File: config.mk
export PLATFORM = sky130hd
export DESIGN_NAME = dc_replicator
export DESIGN_NICKNAME = d
export VERILOG_FILES = /design/src/rtl/dc_pkg.sv /design/src/rtl/dc_cfg_regs.sv /design/src/rtl/dc_qualify.sv /design/src/rtl/dc_fanout.sv /design/src/rtl/dc_replicator.sv
export SDC_FILE = /design/constraint.sdc
export NUM_CORES = 1
export LEC_CHECK = 0
export BUFFER_PORTS_ARGS = -buffer_cell sky130_fd_sc_hd__buf_2
export CAP_MARGIN = 10
export CORE_ASPECT_RATIO = 0.6
export CORE_MARGIN = 2
export CORE_UTILIZATION = 55
export CTS_CLUSTER_SIZE = 14
export DETAILED_ROUTE_END_ITERATION = 12
export PLACE_DENSITY = 0.83
export RECOVER_POWER = 100
export SYNTH_ARGS = -nofsm -noshare
export SYNTH_HDL_FRONTEND = slang
export SYNTH_SLANG_ARGS = --single-unit
File: constraint.sdc
create_clock -name clk -period 17.2 [get_ports clk]
set_input_delay 5.16 -clock clk [delete_from_list [all_inputs] [get_ports clk]]
set_output_delay 5.16 -clock clk [all_outputs]
set_load 0.005 [all_outputs]
File: src/rtl/dc_pkg.sv
`timescale 1ns/1ps
package dc_pkg;
  localparam int CFG_AW = 4;
  localparam int CFG_DW = 32;

  localparam logic KIND_READ  = 1'b0;
  localparam logic KIND_WRITE = 1'b1;

  localparam logic [CFG_AW-1:0] REG_CTRL  = 4'd0;
  localparam logic [CFG_AW-1:0] REG_ING   = 4'd1;
  localparam logic [CFG_AW-1:0] REG_PRI   = 4'd2;
  localparam logic [CFG_AW-1:0] REG_SEC   = 4'd3;
  localparam logic [CFG_AW-1:0] REG_BASE  = 4'd4;
  localparam logic [CFG_AW-1:0] REG_LIMIT = 4'd5;
  localparam logic [CFG_AW-1:0] REG_CNT0  = 4'd8;
endpackage

File: src/rtl/dc_cfg_regs.sv
`timescale 1ns/1ps
module dc_cfg_regs
  import dc_pkg::*;
#(
  parameter int NP = 4,
  parameter int AW = 32,
  parameter int CW = 16,
  localparam int PW = $clog2(NP)
) (
  input  logic              clk,
  input  logic              rst_n,
  input  logic              cfg_we,
  input  logic [CFG_AW-1:0] cfg_addr,
  input  logic [CFG_DW-1:0] cfg_wdata,
  output logic [CFG_DW-1:0] cfg_rdata,
  output logic              en,
  output logic [PW-1:0]     ing_sel,
  output logic [PW-1:0]     pri_sel,
  output logic [PW-1:0]     sec_sel,
  output logic [AW-1:0]     win_base,
  output logic [AW-1:0]     win_limit,
  input  logic              inc_en,
  input  logic [PW-1:0]     inc_port
);
  logic          en_d;
  logic [PW-1:0] ing_d, pri_d, sec_d;
  logic [AW-1:0] base_d, limit_d;
  logic [CW-1:0] cnt_q [NP];

  always_comb begin
    en_d    = en;
    ing_d   = ing_sel;
    pri_d   = pri_sel;
    sec_d   = sec_sel;
    base_d  = win_base;
    limit_d = win_limit;
    if (cfg_we) begin
      case (cfg_addr)
        REG_CTRL:  en_d    = cfg_wdata[0];
        REG_ING:   ing_d   = cfg_wdata[PW-1:0];
        REG_PRI:   pri_d   = cfg_wdata[PW-1:0];
        REG_SEC:   sec_d   = cfg_wdata[PW-1:0];
        REG_BASE:  base_d  = cfg_wdata[AW-1:0];
        REG_LIMIT: limit_d = cfg_wdata[AW-1:0];
        default: ;
      endcase
    end
  end

  always_ff @(posedge clk or negedge rst_n) begin
    if (!rst_n) begin
      en        <= 1'b0;
      ing_sel   <= '0;
      pri_sel   <= '0;
      sec_sel   <= '0;
      win_base  <= '0;
      win_limit <= '0;
    end else begin
      en        <= en_d;
      ing_sel   <= ing_d;
      pri_sel   <= pri_d;
      sec_sel   <= sec_d;
      win_base  <= base_d;
      win_limit <= limit_d;
    end
  end

  for (genvar p = 0; p < NP; p++) begin : g_cnt
    logic          hit;
    logic [CW-1:0] cnt_d;

    always_comb begin
      hit   = inc_en && (inc_port == PW'(p));
      cnt_d = hit ? cnt_q[p] + 1'b1 : cnt_q[p];
    end

    always_ff @(posedge clk or negedge rst_n) begin
      if (!rst_n) cnt_q[p] <= '0;
      else        cnt_q[p] <= cnt_d;
    end

    AST_CNT_STEP: assert property (@(posedge clk) disable iff (!rst_n)
      (cnt_q[p] == $past(cnt_q[p])) || (cnt_q[p] == $past(cnt_q[p]) + 1'b1));
  end

  always_comb begin
    cfg_rdata = '0;
    case (cfg_addr)
      REG_CTRL:  cfg_rdata = CFG_DW'(en);
      REG_ING:   cfg_rdata = CFG_DW'(ing_sel);
      REG_PRI:   cfg_rdata = CFG_DW'(pri_sel);
      REG_SEC:   cfg_rdata = CFG_DW'(sec_sel);
      REG_BASE:  cfg_rdata = CFG_DW'(win_base);
      REG_LIMIT: cfg_rdata = CFG_DW'(win_limit);
      default: ;
    endcase
    for (int p = 0; p < NP; p++) begin
      if (cfg_addr == REG_CNT0 + CFG_AW'(p)) cfg_rdata = CFG_DW'(cnt_q[p]);
    end
  end
endmodule

File: src/rtl/dc_qualify.sv
`timescale 1ns/1ps
module dc_qualify
  import dc_pkg::*;
#(
  parameter int NP = 4,
  parameter int AW = 32,
  localparam int PW = $clog2(NP)
) (
  input  logic          en,
  input  logic [PW-1:0] ing_sel,
  input  logic [PW-1:0] pri_sel,
  input  logic [PW-1:0] sec_sel,
  input  logic [AW-1:0] win_base,
  input  logic [AW-1:0] win_limit,
  input  logic          kind,
  input  logic [PW-1:0] src,
  input  logic [PW-1:0] dest,
  input  logic [AW-1:0] addr,
  output logic          dup
);
  logic in_win, from_sel, to_sel, sec_ok;

  always_comb begin
    in_win   = (addr >= win_base) && (addr <= win_limit);
    from_sel = (src == ing_sel);
    to_sel   = (dest == pri_sel);
    sec_ok   = (sec_sel != pri_sel) && (sec_sel != ing_sel);
    dup      = en && (kind == KIND_WRITE) && from_sel && to_sel && in_win && sec_ok;
  end
endmodule

File: src/rtl/dc_fanout.sv
`timescale 1ns/1ps
module dc_fanout #(
  parameter int NP = 4,
  localparam int PW = $clog2(NP)
) (
  input  logic          in_valid,
  input  logic [PW-1:0] dest,
  input  logic [PW-1:0] sec,
  input  logic          dup,
  input  logic [NP-1:0] eg_ready,
  output logic [NP-1:0] eg_valid,
  output logic          in_ready
);
  logic [NP-1:0] tgt;

  for (genvar p = 0; p < NP; p++) begin : g_port
    localparam logic [NP-1:0] SELF = NP'(1) << p;
    logic others_ok;

    always_comb begin
      tgt[p]      = (dest == PW'(p)) || (dup && (sec == PW'(p)));
      others_ok   = &(eg_ready | ~tgt | SELF);
      eg_valid[p] = in_valid && tgt[p] && others_ok;
    end
  end

  always_comb in_ready = &(eg_ready | ~tgt);
endmodule

File: src/rtl/dc_replicator.sv
`timescale 1ns/1ps
module dc_replicator
  import dc_pkg::*;
#(
  parameter int NP = 4,
  parameter int AW = 32,
  parameter int DW = 64,
  parameter int CW = 16,
  localparam int PW = $clog2(NP)
) (
  input  logic              clk,
  input  logic              rst_n,
  input  logic              in_valid,
  output logic              in_ready,
  input  logic [DW-1:0]     in_data,
  input  logic              in_last,
  input  logic              in_kind,
  input  logic [PW-1:0]     in_src,
  input  logic [PW-1:0]     in_dest,
  input  logic [AW-1:0]     in_addr,
  output logic [NP-1:0]     eg_valid,
  input  logic [NP-1:0]     eg_ready,
  output logic [DW-1:0]     eg_data,
  output logic              eg_last,
  input  logic              cfg_we,
  input  logic [CFG_AW-1:0] cfg_addr,
  input  logic [CFG_DW-1:0] cfg_wdata,
  output logic [CFG_DW-1:0] cfg_rdata
);
  logic          rst_meta_n, rst_q_n;
  logic          cfg_en;
  logic [PW-1:0] ing_sel, pri_sel, sec_sel;
  logic [AW-1:0] win_base, win_limit;
  logic          dup_now, fire, inc_en;
  logic          sop_q, sop_d;
  logic [PW-1:0] held_dest_q, held_dest_d, held_sec_q, held_sec_d;
  logic          held_dup_q, held_dup_d;
  logic [PW-1:0] route_dest, route_sec;
  logic          route_dup;

  always_ff @(posedge clk or negedge rst_n) begin
    if (!rst_n) begin
      rst_meta_n <= 1'b0;
      rst_q_n    <= 1'b0;
    end else begin
      rst_meta_n <= 1'b1;
      rst_q_n    <= rst_meta_n;
    end
  end

  dc_cfg_regs #(.NP(NP), .AW(AW), .CW(CW)) i_regs (
    .clk(clk), .rst_n(rst_q_n),
    .cfg_we(cfg_we), .cfg_addr(cfg_addr), .cfg_wdata(cfg_wdata), .cfg_rdata(cfg_rdata),
    .en(cfg_en), .ing_sel(ing_sel), .pri_sel(pri_sel), .sec_sel(sec_sel),
    .win_base(win_base), .win_limit(win_limit),
    .inc_en(inc_en), .inc_port(sec_sel)
  );

  dc_qualify #(.NP(NP), .AW(AW)) i_qual (
    .en(cfg_en), .ing_sel(ing_sel), .pri_sel(pri_sel), .sec_sel(sec_sel),
    .win_base(win_base), .win_limit(win_limit),
    .kind(in_kind), .src(in_src), .dest(in_dest), .addr(in_addr),
    .dup(dup_now)
  );

  always_comb begin
    route_dest = sop_q ? in_dest : held_dest_q;
    route_sec  = sop_q ? sec_sel : held_sec_q;
    route_dup  = sop_q ? dup_now : held_dup_q;
  end

  dc_fanout #(.NP(NP)) i_fan (
    .in_valid(in_valid), .dest(route_dest), .sec(route_sec), .dup(route_dup),
    .eg_ready(eg_ready), .eg_valid(eg_valid), .in_ready(in_ready)
  );

  always_comb begin
    eg_data     = in_data;
    eg_last     = in_last;
    fire        = in_valid && in_ready;
    inc_en      = fire && sop_q && dup_now;
    sop_d       = fire ? in_last : sop_q;
    held_dest_d = (fire && sop_q) ? route_dest : held_dest_q;
    held_sec_d  = (fire && sop_q) ? route_sec  : held_sec_q;
    held_dup_d  = (fire && sop_q) ? route_dup  : held_dup_q;
  end

  always_ff @(posedge clk or negedge rst_q_n) begin
    if (!rst_q_n) begin
      sop_q       <= 1'b1;
      held_dest_q <= '0;
      held_sec_q  <= '0;
      held_dup_q  <= 1'b0;
    end else begin
      sop_q       <= sop_d;
      held_dest_q <= held_dest_d;
      held_sec_q  <= held_sec_d;
      held_dup_q  <= held_dup_d;
    end
  end

  for (genvar p = 0; p < NP; p++) begin : g_chk
    AST_NO_PARTIAL: assert property (@(posedge clk) disable iff (!rst_q_n)
      (eg_valid[p] && eg_ready[p]) |-> in_ready);
  end

  AST_SINGLE_UNLESS_DUP: assert property (@(posedge clk) disable iff (!rst_q_n)
    (in_valid && !route_dup) |-> ($countones(eg_valid) <= 1));

  AST_DUP_DISTINCT: assert property (@(posedge clk) disable iff (!rst_q_n)
    (in_valid && sop_q && route_dup) |-> ((route_sec != pri_sel) && (route_sec != ing_sel)));

  AST_ROUTE_HELD: assert property (@(posedge clk) disable iff (!rst_q_n)
    (fire && !in_last) |=> ((route_dest == $past(route_dest)) && (route_dup == $past(route_dup))));

  AST_NO_DUP_DISABLED: assert property (@(posedge clk) disable iff (!rst_q_n)
    (in_valid && sop_q && !cfg_en) |-> !route_dup);

  AST_READ_NOT_DUP: assert property (@(posedge clk) disable iff (!rst_q_n)
    (in_valid && sop_q && (in_kind == KIND_READ)) |-> !route_dup);
endmodule

==> impl_metrics.json <==
{
  "synth.net_count": 1162,
  "synth-edff-count": 0,
  "synthCells": 948,
  "final.setup.tns_ns": 0,
  "final_cycle_utilization_of_the_critical_path": 0.8067,
  "die_area_sq_um": 18080,
  "power_density_nw_per_um2": 106.4,
  "ctsHoldBuffers": 0,
  "grt_antenna_before_repair": 0,
  "floorplan.rows": 36,
  "place.port_buffers": 119,
  "max-vdd-ir-drop_v": 0.00007264,
  "crit_path_end_kind": "primary output",
  "overflow": 0,
  "multi_input_area_sq_um": 4753,
  "chipHeight_um": 105.0,
  "inserted_diodes": 0,
  "synth_simple_gate_area_share": 0.1400,
  "outcome": "finished, violations left",
  "yosys.cell_types.count": 67,
  "io_pins": 248,
  "post_cts_resized": 0,
  "finalNetCount": 1208,
  "x_dimension_of_the_die_um": 172.3,
  "synth_top_family_by_area": "simple AND/OR/NAND/NOR gates",
  "area_delta_synth_final_pct": 8.010,
  "worst_setup_hold_path_clk_slew_ns": 0.06,
  "finalWeightedCongestion": 0.9574,
  "yosys.area.top_type": "sky130_fd_sc_hd__dfrtp_1",
  "grt_start_max_net_pins": 75,
  "clock_sinks": 143,
  "place_area_sq_um": 9649,
  "setup.worst_path.class": "primary input to primary output",
  "initialDrtViolationCount": 766,
  "critPathArrivalTime_ns": 8.72,
  "synth_top_flop_cell": "sky130_fd_sc_hd__dfrtp_1",
  "gr-usage-all-layers": 0.2794,
  "dr.max_layer_used": "met4",
  "tritoncts": "done",
  "synthMuxAreaShare": 0.09871,
  "launching_element_type_of_the_critical_path": "primary input",
  "setup.reg_to_reg.worst_slack_ns": 11.23,
  "startpoint_of_the_most_critical_register_to_register_path": "rst_q_n",
  "cts_buffers": 17,
  "core-area_sq_um": 16440,
  "netlist_top_cells_count": "sky130_fd_sc_hd__dfrtp_1 (142), sky130_fd_sc_hd__mux2_2 (81), sky130_fd_sc_hd__inv_1 (78), sky130_fd_sc_hd__ha_1 (68), sky130_fd_sc_hd__buf_4 (65)",
  "finish.utilization": 0.6137,
  "p_leak_nw": 4.882,
  "fin_crit_ns": 13.88,
  "first_global_vias": 7105,
  "clk-insertion-delay-late_ns": 0.43,
  "synth_top_area_frac": 0.3804,
  "floorplan.initialDensity": 0.5682,
  "cts_setup_buffers": 0,
  "yosys.area_share.adder": 0.09108,
  "clock_tree.root_cell": "sky130_fd_sc_hd__clkbuf_16",
  "antenna_left": 0,
  "hold_slack_ns": 0.3529,
  "synth.yosys.seq_area_share": 0.3832,
  "post_layout_nonfiller_instances": 1235,
  "post_route_cells_drive_above_1_share": 0.2036,
  "hold_path_depth": 0,
  "crit_path_end": "eg_valid[1]",
  "fraction_of_the_mapped_netlist_area_in_compound_gates": 0.1252,
  "postRouteWirelength_um": 24750,
  "register_area_sq_um": 3580,
  "post_synth_xor_area_fraction": 0.06268,
  "reg2reg_to": "i_regs.win_limit[7]",
  "dr_wl_met3_um": 2382,
  "synthArstFlopShare": 1.000,
  "detailedPlace.worstSlack_ns": 4.072,
  "synth_most_common_cell": "sky130_fd_sc_hd__dfrtp_1",
  "violations_in_the_final_reports": "capacitance limit, slew limit",
  "wire_per_inst_um": 20.04,
  "cts-root-to-sink-buffers": 2,
  "drt_pass1_iterations": 5,
  "ys_ff_latch": 143,
  "maxClockFrequency_ghz": 0.07207,
  "min_path_type": "flip-flop to flip-flop",
  "report.final.slew_viol_count": 282,
  "critical_path.startpoint": "in_addr[0]",
  "avgSynthCellArea_sq_um": 9.854,
  "hpwl_um": 18270,
  "clock_tree.htree_level_count": 4,
  "wl_met1_um": 11710,
  "final_setup_violation_count": 0,
  "vias": 7414,
  "fill_cells": 1371,
  "post_synth_main_area_contributors": "sky130_fd_sc_hd__dfrtp_1 (38%), sky130_fd_sc_hd__mux2_2 (9.8%), sky130_fd_sc_hd__ha_1 (9.1%)",
  "tightestPinTransition_ns": 3.871,
  "worstRegToRegCells": 1,
  "timing.critical_path.fanout_max": 8,
  "finalWorstSetupSlack_ns": 3.325,
  "crit_required_ns": 12.04,
  "placedCellCount": 1203,
  "met2_length_um": 10240,
  "vias_per_cell": 6.003,
  "global_route_wire_length_before_repair_um": 38640,
  "relSlewSlack": -1.581,
  "p_total_mw": 1.074,
  "grt_setup_unrepaired": "false",
  "hold_violations": 0,
  "synth-warning-count": 0,
  "maximum_clock_skew_at_final_layout_ns": 0.01334,
  "maxCapViolations": 7,
  "detail_route.drc_violations": 0,
  "post_synth_instance_area_sq_um": 9341,
  "layout.cell_area.non_filler_sq_um": 10090
}
sequential cells by signal, summed over array words and instances (netlist names):
| name | count |
|---|---|
| rst_meta_n | 1 |
| i_regs.pri_sel | 2 |
| i_regs.sec_sel | 2 |
| sop_q | 1 |
| held_sec_q | 2 |
| i_regs.win_limit | 32 |
| i_regs.en | 1 |
| held_dup_q | 1 |
| i_regs.win_base | 32 |
| i_regs.ing_sel | 2 |
| rst_q_n | 1 |
| i_regs.cnt_q | 64 |
| held_dest_q | 2 |
metal layers:
metal,GRT usage,vias to the layer above
li1,-,3412
met4,0.07083,0
met5,0,-
met3,0.07424,40
met1,0.4355,3590
met2,0.3792,372
cells by family after synthesis:
group                    Yosys count
AND/OR/NAND/NOR                  254
buffers and inverters            176
AO/OA/AOI/OAI                    158
flip-flops                       143
multiplexers                      82
adder cells (fa/ha/maj)           68
XOR/XNOR                          66
other                              1
cell usage in the layout, fill, tap and decap left out, drive strengths merged, types with 4 or more instances in the layout:
cell type,instances
nor2,53
and2,6
o21a,5
nand2b,8
nand4,29
and3,14
a2111oi,5
nor2b,5
clkbuf,59
ha,68
a221oi,8
a211oi,4
buf,85
o211ai,5
nor4,8
inv,84
a31oi,13
o21ai,15
a22o,23
dfrtp,142
xnor2,33
a21o,5
mux2,81
nand2,62
a22oi,17
nor3,17
nand3,36
a21oi,40
xor2,33
and4,5
critical path, stage by stage:
cell and delay, ns:
sky130_fd_sc_hd__buf_2 0.07, sky130_fd_sc_hd__inv_1 0.05, sky130_fd_sc_hd__ha_1 0.28, sky130_fd_sc_hd__nand2b_1 0.14
sky130_fd_sc_hd__a2111oi_0 0.58, sky130_fd_sc_hd__or4_1 0.20, sky130_fd_sc_hd__a31oi_1 0.19, sky130_fd_sc_hd__o2111ai_1 0.69
sky130_fd_sc_hd__o21ai_0 0.38, sky130_fd_sc_hd__a2111oi_0 0.58, sky130_fd_sc_hd__and3b_1 0.25, sky130_fd_sc_hd__clkbuf_1 0.14
report_power, final:
part,switching [mW],internal (mW)
Clock,0.157,0.221
Combinational,0.140,0.118
Sequential,0.0555,0.383
Total,0.352,0.721
worst min-delay path by stage:
| stage | end | startpoint |
|---|---|---|
| after CTS | rst_q_n | rst_meta_n |
| after detailed placement | rst_q_n | rst_meta_n |
| final | rst_q_n | rst_meta_n |
| after global placement | rst_q_n | rst_meta_n |
| after floorplan | rst_q_n | rst_meta_n |
| after global routing | rst_q_n | rst_meta_n |
final cells by class:
class | instances | share of cell area
clock buffers | 19 | 0.04390
clock inverters | 13 | 0.01513
inverters | 78 | 0.02902
multi-input cells | 629 | 0.4711
flip-flops and latches | 143 | 0.3548
well taps | 228 | 0.02827
repair buffers | 125 | 0.05779
Note: power is estimated with default switching activity, not from simulation.
